$ cat config.mk
export PLATFORM = sky130hd
export DESIGN_NAME = pixel_out_formatter
export DESIGN_NICKNAME = d
export VERILOG_FILES = /design/src/rtl/pixel_out_formatter.sv
export SDC_FILE = /design/constraint.sdc
export NUM_CORES = 1
export LEC_CHECK = 0
export ABC_AREA = 0
export BUFFER_PORTS_ARGS = -buffer_cell sky130_fd_sc_hd__buf_2
export CAP_MARGIN = 20
export CORE_ASPECT_RATIO = 1.2
export CORE_MARGIN = 5
export CORE_UTILIZATION = 62
export CTS_BUF_LIST = sky130_fd_sc_hd__clkbuf_16
export DETAILED_ROUTE_END_ITERATION = 8
export PLACE_DENSITY = 0.94
export SYNTH_ARGS = -nofsm -noshare
export SYNTH_HDL_FRONTEND = slang
export SYNTH_SLANG_ARGS = --single-unit
$ cat constraint.sdc
create_clock -name clk -period 7 [get_ports clk]
set_input_delay 1.4 -clock clk [delete_from_list [all_inputs] [get_ports clk]]
set_output_delay 1.4 -clock clk [all_outputs]
set_load 0.02 [all_outputs]
$ cat src/rtl/pixel_out_formatter.sv
module pixel_out_formatter (
  input  logic        clk,
  input  logic        rst_n,
  input  logic        in_valid,
  input  logic [23:0] in_data,
  input  logic        in_fv,
  input  logic        in_lv,
  input  logic [3:0]  cfg_fmt,
  input  logic [1:0]  cfg_bus,
  output logic [23:0] out_data,
  output logic        out_strobe,
  output logic        out_fv,
  output logic        out_lv
);
  localparam logic [3:0] F_RAW8 = 4'd0, F_RAW10 = 4'd1, F_RAW12 = 4'd2, F_RAW14 = 4'd3;
  localparam logic [3:0] F_RGB888 = 4'd4, F_666P = 4'd5, F_666C = 4'd6;
  localparam logic [3:0] F_565A = 4'd7, F_565B = 4'd8, F_565N = 4'd9;
  localparam logic [3:0] F_YUV8 = 4'd10, F_YUVCF = 4'd11, F_YUVLF = 4'd12, F_YUV10 = 4'd13;

  logic [3:0]  fmt_r;
  logic [1:0]  bus_r;
  logic        lv_q;
  logic [1:0]  cnt;
  logic [23:0] acc;
  logic [1:0]  pack_n;
  logic        slot12;
  logic [23:0] comp;

  wire wide = bus_r[1];

  always_ff @(posedge clk)
    if (!rst_n) begin
      fmt_r <= F_RAW8;
      bus_r <= 2'd0;
    end else if (!in_fv) begin
      fmt_r <= cfg_fmt;
      bus_r <= cfg_bus;
    end

  always_comb begin
    pack_n = 2'd1;
    slot12 = 1'b0;
    case (fmt_r)
      F_RAW8:           if (wide) pack_n = 2'd3;
      F_RAW10, F_RAW12: if (wide) begin pack_n = 2'd2; slot12 = 1'b1; end
      F_YUVCF, F_YUVLF: pack_n = 2'd2;
      default:          pack_n = 2'd1;
    endcase
  end

  always_comb
    case (fmt_r)
      F_RAW8, F_YUV8, F_YUVCF, F_YUVLF: comp = {16'b0, in_data[7:0]};
      F_RAW10, F_YUV10: comp = {14'b0, in_data[9:0]};
      F_RAW12:  comp = {12'b0, in_data[11:0]};
      F_RAW14:  comp = {10'b0, in_data[13:0]};
      F_RGB888: comp = in_data;
      F_666P:   comp = {2'b0, in_data[17:12], 2'b0, in_data[11:6], 2'b0, in_data[5:0]};
      F_666C:   comp = {6'b0, in_data[17:0]};
      F_565A:   comp = {2'b0, in_data[15:11], 3'b0, in_data[10:5], 2'b0, in_data[4:0], 1'b0};
      F_565B:   comp = {3'b0, in_data[15:11], 2'b0, in_data[10:5], 3'b0, in_data[4:0]};
      F_565N:   comp = {8'b0, in_data[15:0]};
      default:  comp = 24'b0;
    endcase

  wire        beat    = in_valid && in_lv;
  wire [1:0]  cur_cnt = lv_q ? cnt : 2'd0;
  wire [23:0] cur_acc = lv_q ? acc : 24'd0;
  wire [4:0]  sh      = slot12 ? {3'b0, cur_cnt} * 5'd12 : {3'b0, cur_cnt} * 5'd8;
  wire [23:0] merged  = cur_acc | (comp << sh);
  wire        flush   = lv_q && !in_lv && (cnt != 2'd0);
  wire        full    = beat && (cur_cnt == pack_n - 2'd1);
  wire [23:0] word    = full ? merged : acc;
  wire [23:0] ordered = (fmt_r == F_YUVCF) ? {8'b0, word[7:0], word[15:8]} : word;
  wire [23:0] masked  = (bus_r == 2'd0) ? {16'b0, ordered[7:0]} :
                        (bus_r == 2'd1) ? {8'b0, ordered[15:0]} : ordered;

  always_ff @(posedge clk)
    if (!rst_n) begin
      lv_q       <= 1'b0;
      cnt        <= 2'd0;
      acc        <= 24'd0;
      out_data   <= 24'd0;
      out_strobe <= 1'b0;
      out_fv     <= 1'b0;
      out_lv     <= 1'b0;
    end else begin
      lv_q       <= in_lv;
      out_fv     <= in_fv || flush;
      out_lv     <= in_lv || flush;
      out_strobe <= full || flush;
      if (full || flush) out_data <= masked;
      if (full || flush) begin
        cnt <= 2'd0;
        acc <= 24'd0;
      end else if (beat) begin
        cnt <= cur_cnt + 2'd1;
        acc <= merged;
      end
    end

  assert_strobe_in_line_R8: assert property (@(posedge clk) disable iff (!rst_n)
    out_strobe |-> out_lv);
  assert_strobe_cause_R9: assert property (@(posedge clk) disable iff (!rst_n)
    out_strobe |-> ($past(in_valid && in_lv) || $past(lv_q && !in_lv)));
  assert_cfg_frozen_R10: assert property (@(posedge clk) disable iff (!rst_n)
    in_fv |=> ($stable(fmt_r) && $stable(bus_r)));
  assert_narrow_bus_R7: assert property (@(posedge clk) disable iff (!rst_n)
    (out_strobe && bus_r == 2'd0 && $past(bus_r) == 2'd0) |-> out_data[23:8] == 16'd0);
  assert_fv_follow_R11: assert property (@(posedge clk) disable iff (!rst_n)
    $past(in_fv) |-> out_fv);
endmodule

==> flow_summary.toml, run 1 <==
[route]
wire_per_inst_um = 19.6
vias = 4454
drt_iter0_drc = 597
drt_wl_total_mm = 12.6
drc_errors = 0
drtPass1Iterations = 7
vias_per_cell = 6.92
ant_nets = 0

[cts]
numClockSinks = 60
post_cts_buffers = 0
clk_latency_ns = 0.33
cts_hold_buf = 0
clk_pin_slew_ns = 0.06
clk_root_buffer_cell = "clkbuf_16"
cts_resized = 0
cts_tree = "built"
cts_buffer_depth = 2
h-tree-depth = 3
cts_buffers = 9

[synth]
syn_inst = 521
synthSimpleGateAreaFrac_pct = 25.5
synthMuxAreaShare_pct = 6.70
synth_nets = 557
ys_types = 79
post_synth.cell_area_avg_um2 = 7.92
synth-async-reset-ratio_pct = 0
synthAdderAreaFrac_pct = 0.303
yosys.area_share.xor_xnor_pct = 1.52
synth_edf_count = 0
synth_top_area_share_pct = 29.1
yosysWarningCount = 0
synth_compound_area_share_pct = 31.0
synth_seq_cells = 60
ys_seq_area_share_pct = 29.1
synth_top_family_by_area = "compound AO/OA/AOI/OAI gates"
synth-main-ff-cell = "dfxtp_1"
synth_area_mm2 = 0.00413
yosys.area.top_type = "dfxtp_1"
yosys-top-cells-area = "dfxtp_1, nand2_1, a22oi_1"

[worst_setup_path]
critPathKind = "reg -> reg"
worstReg2RegStart = "lv_q"
setup.worst_path.start = "lv_q"
reg2regPathDepth = 9
r2r-end = "out_data[21]"
endpoint = "out_data[21]"
start_kind = "register"
required_ns = 7.22
worst_setup_path_end_kind = "register"
worstPathArrival_ns = 4.06
path_max_fanout = 12
r2r_setup_slack_ns = 3.16

[final_layout]
syn2layout_area_growth_pct = 13.2
filler_cell_count = 492
final_cell_area_mm2 = 0.00467
diodes = 0
drive_above_1_share_pct = 19.0
final_nets = 590

[global_route]
grt_pass1_wl_mm = 20.4
grt_pass1_vias = 4172
antenna_found_initial = 0
grt_max_degree = 45
gr-total-overflow = 0
grt_usage_pct = 29.6

[floorplan]
die_h_um = 99.4
start_util_pct = 64.0
core.rowCount = 32
dieWidth_um = 84.5
core_mm2 = 0.00645
die_area_mm2 = 0.00839
io_pins = 62

[min_path]
min_path_type = "reg -> reg"

[place]
routabilityCongestion = 0.982
portBuffers = 61
placed_cell_area_mm2 = 0.00437
place.detailed.hpwl_mm = 8.77

[pwr]
p_leak_nw = 1.88
power.density_mw_per_mm2 = 216
irDropWorstVdd_mv = 0.197

[timing]
finalCriticalPeriod_ns = 3.84
slew-limit-headroom_pct = 25.1
fin_crit_sh_pct = 54.9
rsz0062_at_grt = "no"
fin_setup_tns_ns = 0
skew_ns = 0.00723
finalHoldViolCount = 0
setup_viol = 0
final_max_slew_viol_count = 0
fmax_ghz = 0.260
worstMarginPinSlew_ns = 1.11

[flow_run]
max-cap-violations = 0

[outcome]
status = "finished clean"
worst max-delay path, cell delays in order, from the launching register on:
cell and delay [ns]:
dfxtp_1 0.46, and2_1 0.41, clkinv_1 0.38, ha_1 0.55, nor3_1 0.12, a21oi_1 0.70, nor2_1 0.24, a22oi_1 0.48
nor2_1 0.11, a221o_1 0.27
cell usage in the layout (no fill, tap or decap), types with 7 or more instances in the layout:
| cell | count |
|---|---|
| a221oi_1 | 7 |
| o31ai_1 | 7 |
| nor2b_1 | 13 |
| clkbuf_16 | 9 |
| dfxtp_1 | 60 |
| buf_2 | 61 |
| nor2_1 | 51 |
| and2_1 | 8 |
| mux2i_1 | 16 |
| o21ai_0 | 18 |
| a22oi_1 | 27 |
| nand3_1 | 14 |
| a21oi_1 | 22 |
| a22o_1 | 8 |
| nand2_1 | 68 |
| a211oi_1 | 8 |
| nor3_1 | 7 |
| inv_1 | 7 |
cell families after synthesis:
family          after synthesis
mux                          24
flops                        60
xor+xnor                      5
buf+inv                      53
fa+ha+maj                     1
simple gates                205
compound gates              173
worst min path at each step:
stage,start,end,slack (ns),cells after the start
3_5_place_dp,out_data[13],out_data[13],0.45,2
5_1_grt,out_data[3],out_data[3],0.47,2
3_3_place_gp,out_data[11],out_data[11],0.43,2
6_report,out_data[13],out_data[13],0.45,2
4_1_cts,out_data[2],out_data[2],0.46,2
2_1_floorplan,acc[13],acc[13],0.44,2
layout make-up:
type / instances / area (um^2) / share of cell area, %
Inverter: 8 / 30.0 / 0.643
Sequential cell: 60 / 1200 / 25.7
Clock buffer: 9 / 225 / 4.82
Multi-Input combinational cell: 408 / 2680 / 57.4
Clock inverter: 7 / 75.1 / 1.61
Timing Repair Buffer: 67 / 350 / 7.50
Tap cell: 85 / 106 / 2.28
Yosys cell counts (3+ instances only):
| cell type | number |
|---|---|
| and2_1 | 8 |
| buf_2 | 16 |
| o21a_1 | 6 |
| nand2_1 | 68 |
| a21boi_0 | 4 |
| nand3_1 | 14 |
| o31ai_1 | 7 |
| a41oi_1 | 3 |
| o32ai_1 | 3 |
| o21ai_1 | 6 |
| inv_1 | 7 |
| nor2_1 | 51 |
| o21ai_0 | 18 |
| a221oi_1 | 7 |
| clkbuf_1 | 20 |
| a32o_1 | 3 |
| o2111ai_1 | 3 |
| a22oi_1 | 27 |
| nor3b_1 | 3 |
| nor3_1 | 7 |
| nand4_1 | 6 |
| a2bb2oi_1 | 4 |
| o211ai_1 | 6 |
| dfxtp_1 | 60 |
| a21oi_1 | 22 |
| o22ai_1 | 4 |
| buf_4 | 4 |
| a221o_1 | 5 |
| nor2b_1 | 13 |
| mux2i_1 | 16 |
| buf_1 | 4 |
| nor4_1 | 3 |
| mux2_2 | 5 |
| a31oi_1 | 5 |
| a22o_1 | 8 |
| a211oi_1 | 8 |
| nand2b_1 | 6 |
| a32oi_1 | 5 |
where the power goes:
part / switching (mW) / total [mW] / internal, mW
logic: 0.122 / 0.192 / 0.0700
registers: 0.0104 / 0.365 / 0.355
clock network: 0.175 / 0.452 / 0.277
total: 0.307 / 1.01 / 0.702
per-stage QoR:
step                total power, mW  utilization, %  setup slack (ns)  hold WS (ns)  cells
floorplan                     0.507               -              4.06         0.442    521
global placement              0.549            67.8              3.32         0.433    628
detailed placement            0.555            67.8              3.21         0.446    628
CTS                           0.999            72.5              3.40         0.455    644
global route                   1.04            72.5              3.06         0.474    644
finish                         1.01            72.5              3.16         0.450    644
state kept, by name, summed over array words and instances (netlist names):
register	count
bus_r	2
acc	24
cnt	2
lv_q	1
out_fv	1
out_lv	1
out_data	24
fmt_r	4
out_strobe	1
metal layers:
layer	GRT usage [%]	routed length [um]
met1	35.0	4730
met2	51.0	6070
met3	6.30	1330
met4	13.6	489
met5	0	0
(Power assumes the default switching activity.)
==> run 2: changes to the inputs <==
--- a/config.mk
+++ b/config.mk
@@ -5,15 +5,15 @@
 export SDC_FILE = /design/constraint.sdc
 export NUM_CORES = 1
 export LEC_CHECK = 0
-export ABC_AREA = 0
+export ABC_AREA = 1
 export BUFFER_PORTS_ARGS = -buffer_cell sky130_fd_sc_hd__buf_2
 export CAP_MARGIN = 20
 export CORE_ASPECT_RATIO = 1.2
 export CORE_MARGIN = 5
-export CORE_UTILIZATION = 62
+export CORE_UTILIZATION = 52
 export CTS_BUF_LIST = sky130_fd_sc_hd__clkbuf_16
 export DETAILED_ROUTE_END_ITERATION = 8
-export PLACE_DENSITY = 0.94
+export PLACE_DENSITY = 0.85
 export SYNTH_ARGS = -nofsm -noshare
 export SYNTH_HDL_FRONTEND = slang
 export SYNTH_SLANG_ARGS = --single-unit
==> constraint.sdc (replaced) <==
create_clock -name clk -period 3.48 [get_ports clk]
set_input_delay 0.696 -clock clk [delete_from_list [all_inputs] [get_ports clk]]
set_output_delay 0.696 -clock clk [all_outputs]
set_load 0.02 [all_outputs]
==> run 2 against run 1 <==
Net effect:
- cell count rose by 28%
- clock-buffer cell count did not move
- largest cell class unchanged
- non-clock buffer count rose by 2
- worst setup slack got worse by 2.5 ns
==> flow_summary.toml, run 2 <==
[route]
drtPass1Iterations = 6
ant_nets = 0
drc_errors = 0
wire_per_inst_um = 14.5
drt_wl_total_mm = 12.0
vias = 4654
drt_iter0_drc = 587
vias_per_cell = 5.63

[synth]
synth_common_cells = "nand2_1, nand3_1, inv_1"
synth_edf_count = 0
ys_seq_area_share_pct = 29.7
synth_area_mm2 = 0.00404
syn_inst = 680
yosys.area.top_type = "dfxtp_1"
yosys-top-cells-area = "dfxtp_1, nand2_1, nand3_1"
synth-main-ff-cell = "dfxtp_1"
yosysWarningCount = 0
post_synth.cell_area_avg_um2 = 5.95
synth-async-reset-ratio_pct = 0
synth_top_area_share_pct = 29.7
synth_seq_cells = 60
yosysMostFrequentCell = "nand2_1"
ys_types = 34
synth_nets = 716

[pwr]
p_switching_mw = 0.645
power.density_mw_per_mm2 = 453
irDropWorstVdd_mv = 0.474
swShare_pct = 30.4
power.internal_mw = 1.48
p_total_mw = 2.12
clkPwrFrac_pct = 46.0
combPwrFrac_pct = 18.6
p_seq_share_pct = 35.4
p_leak_nw = 2.48

[cts]
cts_hold_buf = 0
cts_buffer_depth = 2
cts_resized = 0
clk_latency_ns = 0.34
clk_pin_slew_ns = 0.06
h-tree-depth = 3
cts_tree = "built"
cts_buffers = 9
numClockSinks = 60
post_cts_buffers = 0
clk_root_buffer_cell = "clkbuf_16"

[floorplan]
start_util_pct = 53.1
dieWidth_um = 90.5
core_mm2 = 0.00762
die_h_um = 107
die_area_mm2 = 0.00965
io_pins = 62
core.rowCount = 35

[worst_setup_path]
worstPathArrival_ns = 3.07
crit_buf_inv = 4
setup.worst_path.start = "fmt_r[1]"
path_cells = "nand2_1, inv_1, nand2_1, buf_4, nand4_4, nand4_4, nand2_2, inv_1, nand2_2, inv_2, o21ai_0, a31oi_1"
slowest_stage = "inv_2"
required_ns = 3.73
start_kind = "register"
critPathKind = "reg -> reg"
path_max_fanout = 36
path_delay_family = "buffers and inverters"
worstReg2RegStart = "fmt_r[1]"
worst_setup_path_end_kind = "register"
worst_path_largest_cell_delay_ns = 0.53

[min_path]
hold_path.startpoint = "out_data[10]"
min_path_type = "reg -> reg"

[final_layout]
filler_cell_count = 726
syn2layout_area_growth_pct = 16.0
most-common-layout-cells = "nand2_1, nand3_1, inv_1, buf_2, dfxtp_1"
final_cell_area_mm2 = 0.00469
drive_above_1_share_pct = 15.5
fin_cells = 826
final_util_pct = 61.6
final_nets = 765
diodes = 0
final_common_cell = "nand2_1"
largest_registers = "acc (24), out_data (24), fmt_r (4)"

[timing]
slew-limit-headroom_pct = 54.9
setup_viol = 0
rsz0062_at_grt = "no"
fmax_ghz = 0.356
finalCriticalPeriod_ns = 2.81
skew_ns = 0.00662
worstMarginPinSlew_ns = 0.675
final_max_slew_viol_count = 0
finalHoldViolCount = 0
fin_crit_sh_pct = 80.8
fin_setup_tns_ns = 0

[global_route]
grt_usage_pct = 25.4
grt_max_degree = 39
grt_pass1_vias = 4406
grt_pass1_wl_mm = 20.3
gr-total-overflow = 0
antenna_found_initial = 0

[place]
placed_cell_area_mm2 = 0.00437
routabilityCongestion = 1.02
portBuffers = 61
dp.cells = 810
place.detailed.hpwl_mm = 8.72

[outcome]
status = "finished clean"

[flow_run]
max-cap-violations = 0
[run 2: worst paths after layout]
check	to	slack, ns	cells past startpoint
worst min-delay path	out_data[10]	0.45	2
worst max-delay path	acc[6]	0.67	12
worst max register to register	acc[6]	0.67	12
worst min register to register	out_data[10]	0.45	2
[run 2: cell type report]
| cell class | instances | area, um^2 | share of cell area (%) |
|---|---|---|---|
| multi-input cells | 515 | 2410 | 51.3 |
| flip-flops and latches | 60 | 1200 | 25.6 |
| repair buffers | 69 | 365 | 7.79 |
| inverters | 74 | 280 | 5.97 |
| clock buffers | 9 | 225 | 4.80 |
| well taps | 92 | 115 | 2.45 |
| clock inverters | 7 | 98.8 | 2.11 |
[run 2: power groups by stage]
| stage | clock network, mW | registers (mW) | logic, mW |
|---|---|---|---|
| 2_1_floorplan | 0 | 0.768 | 0.273 |
| 3_3_place_gp | 0 | 0.764 | 0.378 |
| 3_5_place_dp | 0 | 0.765 | 0.385 |
| 4_1_cts | 0.983 | 0.751 | 0.389 |
| 5_1_grt | 1.01 | 0.756 | 0.443 |
| 6_report | 0.978 | 0.752 | 0.394 |
[run 2: per-stage QoR]
step	hold WS, ns	setup slack (ns)
finish	0.448	0.668
global route	0.471	0.385
CTS	0.449	0.693
detailed placement	0.434	0.710
global placement	0.431	0.793
floorplan	0.450	1.50
[run 2: logic make-up after synthesis]
group | after synthesis | share of synthesized area [%]
buffers and inverters | 105 | 10.8
flip-flops | 60 | 29.7
AND/OR/NAND/NOR | 406 | 43.8
adder cells (fa/ha/maj) | 1 | 0.309
XOR/XNOR | 1 | 0.217
AO/OA/AOI/OAI | 107 | 15.2
[run 2: worst register-to-register path, delay by kind of cell (launching register included)]
kind	cells	cell delay (ns)
buf+inv	4	0.99
compound gates	2	0.38
flops	1	0.37
simple gates	6	0.98
[run 2: metal layers]
layer,GRT usage (%),vias up,share of wire [%],wire length (um)
li1,-,2307,-,-
met1,30.2,2063,39,4620
met5,0,-,0,0
met3,5.19,51,9.0,1080
met2,42.4,233,48,5710
met4,14.4,0,4.6,552
